[config.mk]
export PLATFORM = sky130hd
export DESIGN_NAME = kgate_top
export DESIGN_NICKNAME = d
export VERILOG_FILES = /design/src/rtl/kg_pkg.sv /design/src/rtl/kg_tracker.sv /design/src/rtl/kg_hold.sv /design/src/rtl/kgate_top.sv
export SDC_FILE = /design/constraint.sdc
export NUM_CORES = 1
export LEC_CHECK = 0
export ABC_AREA = 1
export BUFFER_PORTS_ARGS = -buffer_cell sky130_fd_sc_hd__buf_4
export CAP_MARGIN = 20
export CORE_ASPECT_RATIO = 0.75
export CORE_MARGIN = 2
export CORE_UTILIZATION = 53
export DETAILED_ROUTE_END_ITERATION = 10
export MAX_ROUTING_LAYER = met4
export PLACE_DENSITY_LB_ADDON = 0.12
export SYNTH_ARGS = -nofsm -noshare
export SYNTH_HDL_FRONTEND = slang
export SYNTH_HIERARCHICAL = 1
export SYNTH_SLANG_ARGS = --single-unit
[constraint.sdc]
create_clock -name clk -period 1.3 [get_ports clk]
set_input_delay 0.13 -clock clk [delete_from_list [all_inputs] [get_ports clk]]
set_output_delay 0.13 -clock clk [all_outputs]
set_load 0.05 [all_outputs]
[src/rtl/kg_pkg.sv]
package kg_pkg;
   typedef enum logic [1:0] {
      TRK_IDLE  = 2'd0,
      TRK_ARMED = 2'd1,
      TRK_HELD  = 2'd2
   } trk_state_e;
endpackage

[src/rtl/kg_tracker.sv]
module kg_tracker
   import kg_pkg::*;
#(
   parameter int             AW      = 8,
   parameter int             DW      = 8,
   parameter logic [AW-1:0]  P_ADDR  = '0,
   parameter logic [AW-1:0]  K1_ADDR = '0,
   parameter logic [AW-1:0]  K2_ADDR = '0,
   parameter logic [DW-1:0]  K1_VAL  = '0,
   parameter logic [DW-1:0]  K2_VAL  = '0
)(
   input  logic          clk,
   input  logic          rst_n,
   input  logic          we,
   input  logic [AW-1:0] addr,
   input  logic [DW-1:0] wdata,
   output logic          commit_req,
   output logic [DW-1:0] shadow_q
);
   trk_state_e state_q, state_d;
   logic [DW-1:0] shadow_d;
   logic k1_ok, k2_ok, p_hit;

   assign k1_ok = we && (addr == K1_ADDR) && (wdata == K1_VAL);
   assign k2_ok = we && (addr == K2_ADDR) && (wdata == K2_VAL);
   assign p_hit = we && (addr == P_ADDR);

   always_comb begin
      state_d    = state_q;
      shadow_d   = shadow_q;
      commit_req = 1'b0;
      if (we) begin
         if (k1_ok) begin
            state_d  = TRK_ARMED;
            shadow_d = '0;
         end else if (state_q == TRK_ARMED && p_hit) begin
            state_d  = TRK_HELD;
            shadow_d = wdata;
         end else if (state_q == TRK_HELD && k2_ok) begin
            state_d    = TRK_IDLE;
            commit_req = 1'b1;
         end else begin
            state_d  = TRK_IDLE;
            shadow_d = '0;
         end
      end
   end

   always_ff @(posedge clk or negedge rst_n) begin
      if (!rst_n) begin
         state_q  <= TRK_IDLE;
         shadow_q <= '0;
      end else begin
         state_q  <= state_d;
         shadow_q <= shadow_d;
      end
   end

   AST_HELD_NEEDS_DATA: assert property (@(posedge clk) disable iff (!rst_n)
      (state_q == TRK_HELD) |-> ($past(p_hit) || ($past(state_q == TRK_HELD) && !$past(we))))
      else $error("held state entered without a data write");

   AST_ARMED_NEEDS_KEY1: assert property (@(posedge clk) disable iff (!rst_n)
      (state_q == TRK_ARMED) |-> ($past(k1_ok) || ($past(state_q == TRK_ARMED) && !$past(we))))
      else $error("armed state entered without first key");

   AST_IDLE_HOLDS: assert property (@(posedge clk) disable iff (!rst_n)
      (!we) |=> $stable(state_q))
      else $error("tracker moved on an idle cycle");
endmodule

[src/rtl/kg_hold.sv]
module kg_hold #(
   parameter int            DW      = 8,
   parameter logic [DW-1:0] RST_VAL = '0
)(
   input  logic          clk,
   input  logic          rst_n,
   input  logic          commit_req,
   input  logic [DW-1:0] shadow,
   output logic          commit_o,
   output logic [DW-1:0] value_o
);
   always_ff @(posedge clk or negedge rst_n) begin
      if (!rst_n) begin
         commit_o <= 1'b0;
         value_o  <= RST_VAL;
      end else begin
         commit_o <= commit_req;
         if (commit_req) value_o <= shadow;
      end
   end

   AST_STROBE_SINGLE: assert property (@(posedge clk) disable iff (!rst_n)
      commit_o |=> !commit_o)
      else $error("commit strobe longer than one cycle");

   AST_VALUE_ONLY_ON_COMMIT: assert property (@(posedge clk) disable iff (!rst_n)
      !$stable(value_o) |-> commit_o)
      else $error("value changed without commit");
endmodule

[src/rtl/kgate_top.sv]
module kgate_top #(
   parameter int ADDR_W   = 8,
   parameter int DATA_W   = 8,
   parameter int NUM_PROT = 2,
   parameter logic [NUM_PROT*ADDR_W-1:0] PROT_ADDRS = {8'h20, 8'h10},
   parameter logic [NUM_PROT*ADDR_W-1:0] KEY1_ADDRS = {8'h21, 8'h11},
   parameter logic [NUM_PROT*ADDR_W-1:0] KEY2_ADDRS = {8'h22, 8'h12},
   parameter logic [NUM_PROT*DATA_W-1:0] KEY1_VALS  = {8'hAA, 8'h01},
   parameter logic [NUM_PROT*DATA_W-1:0] KEY2_VALS  = {8'h55, 8'hF4},
   parameter logic [NUM_PROT*DATA_W-1:0] RST_VALS   = {8'h00, 8'h03}
)(
   input  logic                       clk,
   input  logic                       rst_n,
   input  logic                       bus_we,
   input  logic [ADDR_W-1:0]          bus_addr,
   input  logic [DATA_W-1:0]          bus_wdata,
   output logic [NUM_PROT-1:0]        commit_o,
   output logic [NUM_PROT*DATA_W-1:0] value_o
);
   localparam int VAL_BITS = NUM_PROT * DATA_W;

   if (ADDR_W < 2)   $error("ADDR_W too small");
   if (DATA_W < 1)   $error("DATA_W must be positive");
   if (NUM_PROT < 1) $error("NUM_PROT must be positive");

   logic [NUM_PROT-1:0] req;
   logic [VAL_BITS-1:0] shadow;

   for (genvar g = 0; g < NUM_PROT; g++) begin : g_prot
      localparam logic [ADDR_W-1:0] PA = PROT_ADDRS[g*ADDR_W +: ADDR_W];
      localparam logic [ADDR_W-1:0] K1 = KEY1_ADDRS[g*ADDR_W +: ADDR_W];
      localparam logic [ADDR_W-1:0] K2 = KEY2_ADDRS[g*ADDR_W +: ADDR_W];

      if (PA == K1 || PA == K2 || K1 == K2) $error("key and data addresses must differ");
      for (genvar h = g + 1; h < NUM_PROT; h++) begin : g_uniq
         if (PROT_ADDRS[h*ADDR_W +: ADDR_W] == PA) $error("protected addresses must be unique");
      end

      kg_tracker #(
         .AW(ADDR_W), .DW(DATA_W), .P_ADDR(PA), .K1_ADDR(K1), .K2_ADDR(K2),
         .K1_VAL(KEY1_VALS[g*DATA_W +: DATA_W]), .K2_VAL(KEY2_VALS[g*DATA_W +: DATA_W])
      ) u_trk (
         .clk(clk), .rst_n(rst_n), .we(bus_we), .addr(bus_addr), .wdata(bus_wdata),
         .commit_req(req[g]), .shadow_q(shadow[g*DATA_W +: DATA_W])
      );

      kg_hold #(.DW(DATA_W), .RST_VAL(RST_VALS[g*DATA_W +: DATA_W])) u_hold (
         .clk(clk), .rst_n(rst_n), .commit_req(req[g]),
         .shadow(shadow[g*DATA_W +: DATA_W]),
         .commit_o(commit_o[g]), .value_o(value_o[g*DATA_W +: DATA_W])
      );
   end

   AST_SINGLE_COMMIT: assert property (@(posedge clk) disable iff (!rst_n)
      $onehot0(commit_o))
      else $error("more than one register committed at once");
endmodule

==> results summary <==
The per-cell via count in the routed design came out at 4.93. The clock power share came out at 0.389. The sequential-to-total area share from yosys stat came out at 0.549. The path class of the tightest hold or removal check is in2reg. Setup repair after global routing left no endpoint under its margin. The max-capacitance violation count came out at 0. The residual DRC count came out at 0. Counting instances, the worst hold path has a depth of 3. The critical path goes through inv_2, nand4_1, nor2_1, nand3_1, inv_1, buf_6, nand2_1, nand2_1. The worst setup path is launched from a flop. The routing usage on met3 is 0.0674. The post-detailed-placement half-perimeter wirelength came out at 2530 um. The count of cell types in the netlist came out at 19. The count of vias placed by the detailed router is 1,475. In this run the cell area of the synthesized design comes to 1740 um^2. The number of antenna violations at the first check in global routing came to 0. The synthesized area per cell came out at 8.11 um^2. The largest buffer count on any clock path came out at 2. The maximum operating frequency came out at between 800 and 900 MHz. The clock skew came out at roughly 0.0024 ns. The routed wirelength normalized by instance count came out at 11.6 um. The flow ran to the end, and the final reports show no timing, DRC or antenna violations.

The delay of the slowest cell on the worst path is ~0.40 ns. The starting DRC count in detailed routing came out at 164. The worst hold path begins at bus_wdata[2]. The number of buffers inserted during clock tree synthesis came out at 5. The slowest stage of the critical path is the sky130_fd_sc_hd__dfrtp_1 cell. The switching part of the total is 0.235.

The floorplan step defined a die boundary enclosing 3750 um^2. Across every metal layer, demand over resource in global routing totals 0.218. In this run the clock root is driven by a sky130_fd_sc_hd__clkbuf_8.

For this run, the number of Yosys warnings is 6. Summed over all nets, the switching power comes to 0.511 mW. The final weighted congestion in routability-driven placement is roughly 0.9. The minimum clock period came out at 1.20 ns. The via count of the first global-routing pass is 1,279. For hold timing, the worst endpoint is g_prot[1].u_trk/shadow_q[2]$_DFFE_PN0P_. The initial standard-cell utilization of the core is 0.575. The detail route stage leaves a number of antenna-violating nets equal to 0. When the netlist entered floorplanning its net count stood at 233. Measured in cells, the most critical reg-to-reg path has a length of 8. The number of iterations in the first detailed-routing pass is 4. In the finished design, the share of the clock period the worst path needs comes to 0.920. The number of setup violations in the final report is 0. The slew at the pin closest to its max-slew limit is 0.466 ns. The worst IR drop on VDD came out at ~590 uV. The top cell type's share of synthesized area is 0.519. The die outline height is 53.6 um. Of all cell types, the one taking the most synthesized area is sky130_fd_sc_hd__dfrtp_1.

The layer flagged by global routing as most heavily used is met2. After synthesis, the cell types taking the most area are sky130_fd_sc_hd__dfrtp_1 52%, sky130_fd_sc_hd__nand2_1 23%, sky130_fd_sc_hd__inv_1 3.9%. The worst setup path is of the reg2reg kind. The met2 capacity usage during global routing came out at 0.313. The number of hold violations in the final report came out at 0. The number of nets in the layout is roughly 280. The wire length of the first global-routing pass came out at roughly 6000 um. In this run the static leakage power is 1.26 nW.

The count of placed standard cells including taps came out at between 200 and 300. The final-report max-slew violation count is 0. The residual overflow from global routing is 0. The startpoint identified for the worst register-to-register timing path is g_prot[0].u_trk/state_q[0]$_DFFE_PN0P_.

The H-tree was split into 2 levels. The worst slew slack as a fraction of its limit is 0.689. The die width is about 70 um.

Clock-pin slew was measured on the worst setup and hold paths at 0.07 ns. TritonCTS built the clock tree. The required arrival time at the worst endpoint came out at between 1.5 and 2 ns. The total number of clock tree sinks came out at 38.

The setup check on the worst reg-to-reg path leaves a slack of 0.10 ns. The critical path data arrival time is between 1 and 1.5 ns. The total wirelength of the detailed-routed design is 3470 um. After floorplanning, the core was divided into 17 placement rows. The finished layout holds around 300 standard cells, fillers aside. Total power for the finished layout comes to 2.17 mW.

The maximum fanout along the worst path is 9. The antenna diode instance count came out at 0. After technology mapping, the gate count stands at 214.

The number of synthesized register bits came out at 38. The internal power is 1.66 mW. The count of input and output buffers came out at 36. The cell seen most often among critical-path stages is sky130_fd_sc_hd__nand2_1. Dividing total power by cell area gives a power density of around 990 nW/um^2.

The sequential share of power is 0.544. The proportion of layout cells with a drive suffix above 1 is 0.249. The latest clock arrival within the worst-skew pair is 0.29 ns. The capturing element type of the critical path is a flop.

The worst register-to-register path ends at g_prot[0].u_hold/value_o[2]$_DFFE_PN0P_. The area added between synthesis and finish is 26.0%. The met1 layer usage reported by global route is 0.301. In this run the count of I/O pins placed on the die edge is 37. Of the total power, combinational logic draws 0.067.

The pin count of the biggest net entering global routing is 39. The core region is 3020 um^2.
==> worst max-delay path: cells and delay by family, from the launching register on <==
kind	cells	cell delay (ns)
simple gates	5	0.39
buf+inv	3	0.35
flops	1	0.40
==> power groups by stage <==
stage / combinational, mW / sequential (mW) / clock (mW)
after CTS: 0.148 / 1.18 / 0.860
after floorplan: 0.0422 / 1.20 / 0
after global placement: 0.144 / 1.20 / 0
final: 0.146 / 1.18 / 0.845
after global routing: 0.164 / 1.18 / 0.918
after detailed placement: 0.145 / 1.20 / 0
==> routing by layer <==
metal  wire length (um)  up-vias
li1                   -      756
met1               1800      680
met2               1440       31
met3                196        8
met4                 41        0
met5                  0        -
==> placed cells by master, fill, tap and decap left out <==
cell                            Yosys  layout
sky130_fd_sc_hd__nand2_1          105     105
sky130_fd_sc_hd__buf_4              0      38
sky130_fd_sc_hd__dfrtp_1           36      36
sky130_fd_sc_hd__inv_1             18      16
sky130_fd_sc_hd__nor2_1            15      14
sky130_fd_sc_hd__nand3_1           13      13
sky130_fd_sc_hd__clkbuf_8           0       6
sky130_fd_sc_hd__nor3_1             5       5
sky130_fd_sc_hd__inv_2              3       4
sky130_fd_sc_hd__nand4_1            3       3
sky130_fd_sc_hd__dfstp_2            2       2
sky130_fd_sc_hd__nand2_2            2       2
sky130_fd_sc_hd__nor3_4             2       2
sky130_fd_sc_hd__nor2_2             1       2
sky130_fd_sc_hd__nand3_2            2       2
sky130_fd_sc_hd__clkinvlp_4         0       1
sky130_fd_sc_hd__clkinv_2           0       1
sky130_fd_sc_hd__buf_6              2       1
sky130_fd_sc_hd__or2_4              1       1
sky130_fd_sc_hd__nor4_4             1       1
sky130_fd_sc_hd__inv_4              0       1
sky130_fd_sc_hd__buf_12             0       1
sky130_fd_sc_hd__nand3b_1           1       1
sky130_fd_sc_hd__o21ai_0            1       1
sky130_fd_sc_hd__o21bai_1           1       1
sky130_fd_sc_hd__dlygate4sd3_1      0       1
==> flip-flops by register name, summed over array words and instances, names as in the netlist <==
register	flops
g_prot.u_hold/commit_o	2
g_prot.u_hold/value_o	16
g_prot.u_trk/state_q	4
g_prot.u_trk/shadow_q	16
==> synth_stat cells <==
master and n:
sky130_fd_sc_hd__inv_2 3, sky130_fd_sc_hd__nand2_1 105, sky130_fd_sc_hd__nand3_1 13, sky130_fd_sc_hd__dfstp_2 2, sky130_fd_sc_hd__or2_4 1, sky130_fd_sc_hd__nor2_2 1, sky130_fd_sc_hd__o21ai_0 1, sky130_fd_sc_hd__buf_6 2
sky130_fd_sc_hd__nand2_2 2, sky130_fd_sc_hd__nand4_1 3, sky130_fd_sc_hd__nand3b_1 1, sky130_fd_sc_hd__nor4_4 1, sky130_fd_sc_hd__o21bai_1 1, sky130_fd_sc_hd__dfrtp_1 36, sky130_fd_sc_hd__nand3_2 2, sky130_fd_sc_hd__nor3_4 2
sky130_fd_sc_hd__nor3_1 5, sky130_fd_sc_hd__nor2_1 15, sky130_fd_sc_hd__inv_1 18
==> repair_timing <==
item,in CTS,in global routing
hold buffers,1,0
pin swaps,0,2
resized for setup,1,4
cloned,0,0
endpoints found under the setup margin,8,21
hold endpoints to repair,36,0
buffers inserted,0,2
==> how the worst max path moves through the flow <==
stage	start	slack (ns)	depth (start not counted)	end
after global placement	g_prot[1].u_trk/state_q[0]$_DFFE_PN0P_	0.06	8	g_prot[1].u_hold/value_o[6]$_DFFE_PN0P_
after detailed placement	g_prot[1].u_trk/state_q[0]$_DFFE_PN0P_	-0.003	8	g_prot[1].u_hold/value_o[7]$_DFFE_PN0P_
after CTS	g_prot[1].u_trk/state_q[0]$_DFFE_PN0P_	0.05	8	g_prot[1].u_hold/value_o[7]$_DFFE_PN0P_
after global routing	g_prot[1].u_trk/state_q[0]$_DFFE_PN0P_	0.003	8	g_prot[1].u_hold/value_o[7]$_DFFE_PN0P_
final	g_prot[0].u_trk/state_q[0]$_DFFE_PN0P_	0.10	8	g_prot[0].u_hold/value_o[2]$_DFFE_PN0P_
after floorplan	g_prot[0].u_trk/state_q[0]$_DFFE_PN0P_	0.11	9	g_prot[0].u_hold/value_o[2]$_DFFE_PN0P_
==> stage by stage <==
stage / hold WS [ns] / worst slack, ns / area [um^2] / TNS (ns) / util
final: 0.0824 / 0.104 / 2190 / 0 / 0.724
after global routing: 0.0973 / 0.00303 / 2190 / 0 / 0.724
after CTS: 0.0806 / 0.0506 / 2160 / 0 / 0.716
after detailed placement: 0.120 / -0.00300 / 2060 / -0.00300 / 0.681
after global placement: 0.115 / 0.0630 / 2060 / 0 / 0.681
after floorplan: -0.166 / 0.111 / 1740 / 0 / -
==> cells by family (layout without fill, tap and decap cells) <==
family	count (synthesis)	after routing	share of synthesized area
and+or+nand+nor	151	151	0.385
AOI/OAI and AO/OA	2	2	0.00721
DFF	38	38	0.549
buffers and inverters	23	70	0.0584
==> layout make-up <==
type,instances,area (um^2)
Clock buffer,6,82.6
Clock inverter,2,12.5
Fill cell,278,833
Inverter,21,81.3
Multi-Input combinational cell,153,683
Sequential cell,38,953
Tap cell,38,47.5
Timing Repair Buffer,41,327
Power figures use the tool's default switching activity.
